===== src/rtl/cal_pkg.sv =====
package cal_pkg;

  typedef enum logic [2:0] {
    FLD_SEC   = 3'd0,
    FLD_MIN   = 3'd1,
    FLD_HOUR  = 3'd2,
    FLD_DOW   = 3'd3,
    FLD_DATE  = 3'd4,
    FLD_MONTH = 3'd5,
    FLD_YEAR  = 3'd6,
    FLD_NONE  = 3'd7
  } field_sel_e;

  // Two-digit BCD increment; wrapping is decided by the caller.
  function automatic logic [7:0] bcd_inc(input logic [7:0] v);
    logic [7:0] r;
    if (v[3:0] >= 4'd9) r = {v[7:4] + 4'd1, 4'h0};
    else                r = {v[7:4], v[3:0] + 4'd1};
    return r;
  endfunction

  // (10*tens + units) mod 4 == (2*tens + units) mod 4
  function automatic logic is_leap(input logic [7:0] yr);
    logic [1:0] r;
    r = {yr[4], 1'b0} + yr[1:0];
    return (r == 2'b00);
  endfunction

  function automatic logic [7:0] month_days(input logic [7:0] mon, input logic leap);
    logic [7:0] d;
    case (mon)
      8'h02:                      d = leap ? 8'h29 : 8'h28;
      8'h04, 8'h06, 8'h09, 8'h11: d = 8'h30;
      default:                    d = 8'h31;
    endcase
    return d;
  endfunction

endpackage


===== src/rtl/cal_prescaler.sv =====
module cal_prescaler #(
  parameter int DIV_RATIO = 32768
) (
  input  logic clk,
  input  logic rst,
  input  logic ref_en,
  input  logic clr,
  output logic sec_step
);
  localparam int CNT_W = (DIV_RATIO > 2) ? $clog2(DIV_RATIO) : 1;
  localparam logic [CNT_W-1:0] LAST = CNT_W'(DIV_RATIO - 1);

  logic [CNT_W-1:0] cnt;

  always_ff @(posedge clk) begin
    if (rst || clr) begin
      cnt <= '0;
    end else if (ref_en) begin
      if (cnt == LAST) cnt <= '0;
      else             cnt <= cnt + 1'b1;
    end
  end

  assign sec_step = ref_en && !clr && (cnt == LAST);
endmodule


===== src/rtl/cal_bcd_field.sv =====
module cal_bcd_field
  import cal_pkg::*;
#(
  parameter logic [7:0] MIN_VAL = 8'h00,
  parameter logic [7:0] RST_VAL = 8'h00,
  parameter logic [7:0] MASK    = 8'hFF
) (
  input  logic       clk,
  input  logic       rst,
  input  logic       step,
  input  logic [7:0] max_val,
  input  logic       ld,
  input  logic [7:0] ld_val,
  output logic [7:0] value,
  output logic       wrap
);
  logic at_top;
  assign at_top = (value >= max_val);
  assign wrap   = step && at_top;

  always_ff @(posedge clk) begin
    if (rst) begin
      value <= RST_VAL;
    end else if (ld) begin
      value <= ld_val & MASK;
    end else if (step) begin
      value <= at_top ? MIN_VAL : bcd_inc(value);
    end
  end
endmodule


===== src/rtl/cal_hour_unit.sv =====
module cal_hour_unit
  import cal_pkg::*;
(
  input  logic       clk,
  input  logic       rst,
  input  logic       step,
  input  logic       ld,
  input  logic [7:0] ld_val,
  output logic [7:0] hour_o,
  output logic       day_carry
);
  logic [5:0] hr;
  logic       pm;
  logic       mode12;
  logic [7:0] hr_next;

  assign hr_next = bcd_inc({2'b00, hr});

  always_ff @(posedge clk) begin
    if (rst) begin
      hr     <= 6'h00;
      pm     <= 1'b0;
      mode12 <= 1'b0;
    end else if (ld) begin
      mode12 <= ld_val[6];
      if (ld_val[6]) begin
        pm <= ld_val[5];
        hr <= {1'b0, ld_val[4:0]};
      end else begin
        pm <= 1'b0;
        hr <= ld_val[5:0];
      end
    end else if (step) begin
      if (!mode12) begin
        hr <= (hr >= 6'h23) ? 6'h00 : hr_next[5:0];
      end else if (hr == 6'h11) begin
        hr <= 6'h12;
        pm <= ~pm;
      end else if (hr >= 6'h12) begin
        hr <= 6'h01;
      end else begin
        hr <= hr_next[5:0];
      end
    end
  end

  assign day_carry = step && (mode12 ? (hr == 6'h11 && pm) : (hr >= 6'h23));
  assign hour_o    = mode12 ? {2'b01, pm, hr[4:0]} : {2'b00, hr};
endmodule


===== src/rtl/bcd_calendar.sv =====
module bcd_calendar
  import cal_pkg::*;
#(
  parameter int DIV_RATIO = 32768
) (
  input  logic       clk,
  input  logic       rst,
  input  logic       ref_tick,
  input  logic       ld_en,
  input  logic [2:0] ld_sel,
  input  logic [7:0] ld_data,
  output logic [7:0] sec_o,
  output logic [7:0] min_o,
  output logic [7:0] hour_o,
  output logic [2:0] dow_o,
  output logic [7:0] date_o,
  output logic [7:0] month_o,
  output logic [7:0] year_o
);
  field_sel_e sel;
  logic       run;
  logic       sec_step;
  logic       sec_wrap, min_wrap, day_step, date_wrap, month_wrap, year_wrap;
  logic [7:0] date_max;

  assign sel = ld_en ? field_sel_e'(ld_sel) : FLD_NONE;
  assign run = !ld_en;

  cal_prescaler #(.DIV_RATIO(DIV_RATIO)) u_presc (
    .clk(clk), .rst(rst), .ref_en(ref_tick),
    .clr(sel == FLD_SEC), .sec_step(sec_step)
  );

  cal_bcd_field #(.MIN_VAL(8'h00), .RST_VAL(8'h00), .MASK(8'h7F)) u_sec (
    .clk(clk), .rst(rst), .step(sec_step && run), .max_val(8'h59),
    .ld(sel == FLD_SEC), .ld_val(ld_data), .value(sec_o), .wrap(sec_wrap)
  );

  cal_bcd_field #(.MIN_VAL(8'h00), .RST_VAL(8'h00), .MASK(8'h7F)) u_min (
    .clk(clk), .rst(rst), .step(sec_wrap), .max_val(8'h59),
    .ld(sel == FLD_MIN), .ld_val(ld_data), .value(min_o), .wrap(min_wrap)
  );

  cal_hour_unit u_hour (
    .clk(clk), .rst(rst), .step(min_wrap),
    .ld(sel == FLD_HOUR), .ld_val(ld_data),
    .hour_o(hour_o), .day_carry(day_step)
  );

  // Day of week: independent 1..7 ring advanced at each day boundary.
  always_ff @(posedge clk) begin
    if (rst) begin
      dow_o <= 3'd1;
    end else if (sel == FLD_DOW) begin
      dow_o <= ld_data[2:0];
    end else if (day_step) begin
      dow_o <= (dow_o >= 3'd7) ? 3'd1 : dow_o + 3'd1;
    end
  end

  assign date_max = month_days(month_o, is_leap(year_o));

  cal_bcd_field #(.MIN_VAL(8'h01), .RST_VAL(8'h01), .MASK(8'h3F)) u_date (
    .clk(clk), .rst(rst), .step(day_step), .max_val(date_max),
    .ld(sel == FLD_DATE), .ld_val(ld_data), .value(date_o), .wrap(date_wrap)
  );

  cal_bcd_field #(.MIN_VAL(8'h01), .RST_VAL(8'h01), .MASK(8'h1F)) u_month (
    .clk(clk), .rst(rst), .step(date_wrap), .max_val(8'h12),
    .ld(sel == FLD_MONTH), .ld_val(ld_data), .value(month_o), .wrap(month_wrap)
  );

  cal_bcd_field #(.MIN_VAL(8'h00), .RST_VAL(8'h00), .MASK(8'hFF)) u_year (
    .clk(clk), .rst(rst), .step(month_wrap), .max_val(8'h99),
    .ld(sel == FLD_YEAR), .ld_val(ld_data), .value(year_o), .wrap(year_wrap)
  );

  logic unused_ok;
  assign unused_ok = year_wrap;
endmodule


===== config.mk =====
export PLATFORM = sky130hd
export DESIGN_NAME = bcd_calendar
export DESIGN_NICKNAME = d
export VERILOG_FILES = /design/src/rtl/cal_pkg.sv /design/src/rtl/cal_prescaler.sv /design/src/rtl/cal_bcd_field.sv /design/src/rtl/cal_hour_unit.sv /design/src/rtl/bcd_calendar.sv
export SDC_FILE = /design/constraint.sdc
export NUM_CORES = 1
export LEC_CHECK = 0
export BUFFER_PORTS_ARGS = -buffer_cell sky130_fd_sc_hd__buf_2
export CAP_MARGIN = 20
export CORE_MARGIN = 1
export CORE_UTILIZATION = 59
export CTS_CLUSTER_SIZE = 30
export DETAILED_ROUTE_END_ITERATION = 6
export PLACE_DENSITY = 0.8
export SETUP_SLACK_MARGIN = 0.15
export SLEW_MARGIN = 20
export SYNTH_ARGS = -nofsm -noshare
export SYNTH_HDL_FRONTEND = slang
export SYNTH_HIERARCHICAL = 1
export SYNTH_SLANG_ARGS = --single-unit

===== constraint.sdc =====
create_clock -name clk -period 6.26 [get_ports clk]
set_input_delay 0.626 -clock clk [delete_from_list [all_inputs] [get_ports clk]]
set_output_delay 0.626 -clock clk [all_outputs]
set_load 0.03 [all_outputs]

* Word-level counts from Yosys, hierarchy flattened
Cells that the tools add are included.
Operators by class: bitwise gates (word level) 1, reduce and logical (&&, ||, !) cells 47, $add $sub $neg 15, eq/ne operators 13, multiplexer cells 42, magnitude comparators 14
Operators with widths (count):
- 8-bit 2-to-1 mux | 12
- 6-bit 2-to-1 mux | 10
- 4-bit by 1-bit adder with 4-bit output (second input constant) | 11
- 7-bit 2-to-1 mux | 5
- 2-bit nonzero test | 13
- 4-bit >= comparator (second input constant) | 6
- 2-bit AND reduction | 9
- 8-bit by 3-bit equality test with 1-bit output (second input constant) | 2
- 8-bit by 7-bit >= comparator with 1-bit output (second input constant) | 2
- 15-bit by 1-bit adder with 15-bit output (second input constant) | 1
- 15-bit equality test (second input constant) | 1
- 15-bit 2-to-1 mux | 1
- 3-bit nonzero test | 5
- 3-bit 2-to-1 mux | 4
- 5-bit 2-to-1 mux | 2
- 5-bit case mux with 2 select lines | 1
- 3-bit equality test (second input constant) | 3
- 1-bit logical AND | 9
- 8-bit by 2-bit equality test with 1-bit output (second input constant) | 1
- 8-bit by 4-bit equality test with 1-bit output (second input constant) | 1
- 8-bit by 5-bit equality test with 1-bit output (second input constant) | 1
- 8-bit by 5-bit >= comparator with 1-bit output (second input constant) | 1
- 8-bit by 6-bit >= comparator with 1-bit output | 1
- 8-bit >= comparator (second input constant) | 1
- 18 further kinds | 29
Word-level totals: word-level logic and storage cells 151, register bits 66

* Logic depth before layout (Yosys ltp)
depth in word-level cells 13, mapped depth 19, mapped depth without buffers 17

* Modules after synthesis
The synthesis kept the hierarchy.
Modules (own cells, without submodules):
- cal_bcd_field at u_min ... | area each 823.3 µm², cells each 91, instances 2
- cal_bcd_field at u_year | area each 777.0 µm², cells each 95, instances 1
- cal_hour_unit | area each 768.2 µm², cells each 97, instances 1
- cal_bcd_field at u_date | area each 743.2 µm², cells each 91, instances 1
- cal_bcd_field at u_month | area each 738.2 µm², cells each 89, instances 1
- cal_prescaler | area each 690.7 µm², cells each 78, instances 1
- bcd_calendar | area each 321.6 µm², cells each 43, instances 1

* Worst setup path before layout
No wires, ideal clock.
path kind input to register, start point input ref_tick, end point register u_year.value[2], slack 1.830 ns, path buffers 3, data required time 6.190 ns, data arrival time 4.360 ns, cell stages on the path 17, library setup time 0.070 ns, cell sequence nand3_2 > or3_4 > nor3_1 > nor2b_1 > nor3b_2 > nor3b_2 > clkbuf_1 > nor3b_1 > inv_1 > nor2_1 > clkbuf_8 > inv_1 > nor2_1 > clkbuf_1 > nand2_1 > or4_1 > a21oi_1
Between the ends: word-level cells in the longest chain between the ends 9
RTL lines:
- start, declared | RTL line bcd_calendar.sv:8 | input logic ref_tick,
- 1-bit logical AND (2 in series) | RTL line cal_prescaler.sv:24 | assign sec_step = ref_en && !clr && (cnt == LAST);
- via sec_step | RTL line bcd_calendar.sv:22 | logic sec_step;
- 1-bit logical AND | RTL line bcd_calendar.sv:35 | .clk(clk), .rst(rst), .step(sec_step && run), .max_val(8'h59),
- 1-bit logical AND | RTL line cal_bcd_field.sv:19 | assign wrap = step && at_top;
- via sec_wrap | RTL line bcd_calendar.sv:23 | logic sec_wrap, min_wrap, day_step, date_wrap, month_wrap, year_wrap;
- 1-bit logical AND | RTL line cal_bcd_field.sv:19
- via min_wrap | RTL line bcd_calendar.sv:23
- 1-bit logical AND | RTL line cal_hour_unit.sv:47 | assign day_carry = step && (mode12 ? (hr == 6'h11 && pm) : (hr >= 6'h23));
- via day_step | RTL line bcd_calendar.sv:23
- 1-bit logical AND | RTL line cal_bcd_field.sv:19
- via date_wrap | RTL line bcd_calendar.sv:23
- 1-bit logical AND | RTL line cal_bcd_field.sv:19
- via month_wrap | RTL line bcd_calendar.sv:23
- 2-bit nonzero test (no line)
- end signal, assigned | RTL line cal_bcd_field.sv:25 | value <= ld_val & MASK;
- end signal, assigned | RTL line cal_bcd_field.sv:27 | value <= at_top ? MIN_VAL : bcd_inc(value);
- end, declared | RTL line cal_bcd_field.sv:14 | output logic [7:0] value,
The timed path passes the listed nets, and every way through them passes these cells. A chain may end at the register's enable or synchronous reset.

* Worst setup path in the final report
start point register u_presc.cnt[0], end point register u_year.value[4]
Between the ends: word-level cells in the longest chain between the ends 10
RTL lines:
- start, declared | RTL line cal_prescaler.sv:13 | logic [CNT_W-1:0] cnt;
- start signal, assigned | RTL line cal_prescaler.sv:20 | else cnt <= cnt + 1'b1;
- 15-bit equality test | RTL line cal_prescaler.sv:24
- 1-bit logical AND | RTL line cal_prescaler.sv:24
- via sec_step | RTL line bcd_calendar.sv:22
- 1-bit logical AND | RTL line bcd_calendar.sv:35
- 1-bit logical AND | RTL line cal_bcd_field.sv:19
- via sec_wrap | RTL line bcd_calendar.sv:23
- 1-bit logical AND | RTL line cal_bcd_field.sv:19
- via min_wrap | RTL line bcd_calendar.sv:23
- 1-bit logical AND | RTL line cal_hour_unit.sv:47
- via day_step | RTL line bcd_calendar.sv:23
- 1-bit logical AND | RTL line cal_bcd_field.sv:19
- via date_wrap | RTL line bcd_calendar.sv:23
- 1-bit logical AND | RTL line cal_bcd_field.sv:19
- via month_wrap | RTL line bcd_calendar.sv:23
- 2-bit nonzero test (no line)
- 2-bit AND reduction (no line)
The timed path passes the listed nets, and every way through them passes these cells.

==> impl_metrics.tcl <==
set metrics [dict create \
    status "finished clean" \
    place_congestion 0.8839 \
    crit_chain "ha_1, nand3_2, or3_4, nor3_1, nor2b_1, nor3b_2, buf_4, nor3b_2, nor3b_1, buf_4, inv_1, nor2_1, buf_4, inv_1, nor2_1, inv_1, or4b_2, a21o_2, nand2_1" \
    first_pass_iters 5 \
    instances_no_fill 894 \
    grt_max_degree 58 \
    arrival_ns 5.77 \
    dieHeight_um 100.1 \
    synthCells 674 \
    critical_path_buf_inv_count 6 \
    crit_required_ns 6.54 \
    grt_usage_pct 27.15 \
    critical_path.max_stage_delay_ns 0.67 \
    cts_buffers 9 \
    yosysWarnings 6 \
    dpl.cell_count 877 \
    p_leak_nw 2.785 \
    finalNetCount 845 \
    tns_ns 0 \
    syn_avg_cell_area_um2 8.424 \
    drive_gt1_share_pct 18.82 \
    max-vdd-ir-drop_v 0.0001156 \
    io_pins 66 \
    rows 35 \
    area_growth_pct 11.41 \
    hpwl_um 9725 \
    finalSetupViolations 0 \
    start_kind "flip-flop" \
    grt_use_met2_pct 46.53 \
    totalPowerFinal_uw 999.8 \
    die_x_um 100.1 \
    worstSkewPairLatency_ns 0.34 \
    drc 0 \
    gr-max-usage-layer "met2" \
    power_density_mw_per_mm2 158.0 \
    die_area_mm2 0.01002 \
    path_clk_slew_ns 0.09 \
    antenna-diode-count 0 \
    gr-usage-met3_pct 3.691 \
    worstMarginPinSlew_ns 0.9585 \
    critPathCaptureType "flip-flop" \
    cts_resized 0 \
    slew_viol_final 0 \
    fmax_ghz 0.1820 \
    tritoncts "built" \
    overflow 0 \
    cts_buffer_depth 2 \
    h-tree-depth 3 \
    vias_per_cell 5.800 \
    cp_slowest_cell "nor2b_1" \
    syn-cell-area_mm2 0.005678 \
    crit_fanout 16 \
    grt_antenna_before_repair 0 \
    wl_um 13460 \
    hp-class "flip-flop to flip-flop" \
    grt_use_met1_pct 34.37 \
    portBuffers 64 \
    final.min_clock_period_ns 5.495 \
    clock-sinks 66 \
    wl_per_cell_um 15.05 \
    fillers 780 \
    cts-root-buf "clkbuf_8" \
    cts_hold_buf 0 \
    hold_viol 0 \
    path_delay_family "simple AND/OR/NAND/NOR gates" \
    relSlewSlack_pct 35.87 \
    max-cap-violations 0 \
    final_antenna_net_count 0 \
    start_util_pct 61.16 \
    grt_pass1_wl_um 21890 \
    coreArea_mm2 0.009284 \
    postCtsSetupBuffers 0 \
    critical_path_class "flip-flop to flip-flop" \
    fin_crit_sh_pct 87.78 \
    whs_ns 0.4932 \
    grt_pass1_vias 4821 \
    final.setup_skew_ns 0.01203 \
    first_iter_violations 355 \
    rsz0062_at_grt "false" \
    vias 5185 \
]
[tightest hold or removal path: stages (launching register included)]
cell and delay (ns):
dfxtp_1 0.34, a31oi_1 0.04, nor2_1 0.07
[cells in the final DEF, fill, tap and decap left out, types with 16 or more instances in the layout]
master and instances:
nor2_1 45, nand3_1 22, inv_1 67, dfxtp_1 66, nor3_1 22, nor3b_1 16
buf_2 64, conb_1 38, a21oi_1 52, xnor2_1 16, ha_1 70, nand2_1 29
[power breakdown]
group          leakage, nW  internal (mW)  total, mW  switching [mW]
logic                 2.16         0.0814      0.208           0.127
registers            0.535          0.434      0.462          0.0271
clock network       0.0900          0.147      0.330           0.184
[metal layers]
metal,share of wire (%),vias up
li1,-,2570
met5,0,-
met1,45,2404
met4,1.9,0
met2,48,183
met3,5.4,28
[flip-flops by register name (all words and copies together) (netlist names)]
signal / count
u_month/value: 8
u_hour/hr: 6
u_presc/cnt: 15
u_min/value: 8
u_date/value: 8
u_hour/pm: 1
dow_o: 3
u_hour/mode12: 1
u_year/value: 8
u_sec/value: 8
[metrics by stage]
step / setup slack (ns) / util (%) / cell area, µm²
finish: 0.7651 / 68.14 / 6326
detailed placement: 0.6871 / 66.16 / 6142
floorplan: 1.846 / - / 5809
global placement: 0.8810 / 66.16 / 6142
global route: 0.3535 / 68.14 / 6326
CTS: 0.7944 / 68.06 / 6319
[worst paths after layout]
check                         end  slack [ns]            start  cells past startpoint
setup / recovery  u_year/value[4]        0.77   u_presc/cnt[0]                     19
hold / removal    u_presc/cnt[14]        0.49  u_presc/cnt[14]                      2
setup reg to reg  u_year/value[4]        0.77   u_presc/cnt[0]                     19
hold reg to reg   u_presc/cnt[14]        0.49  u_presc/cnt[14]                      2
[area by class of cell]
cell class | instances | area [µm²] | area share, %
clock buffer | 9 | 123.9 | 1.958
sequential | 66 | 1321 | 20.89
clock inverter | 7 | 52.55 | 0.8307
multi-input combinational | 543 | 4028 | 63.67
tap | 129 | 161.4 | 2.551
inverter | 67 | 251.5 | 3.975
timing repair buffer | 73 | 387.9 | 6.131
(Power assumes the default switching activity.)
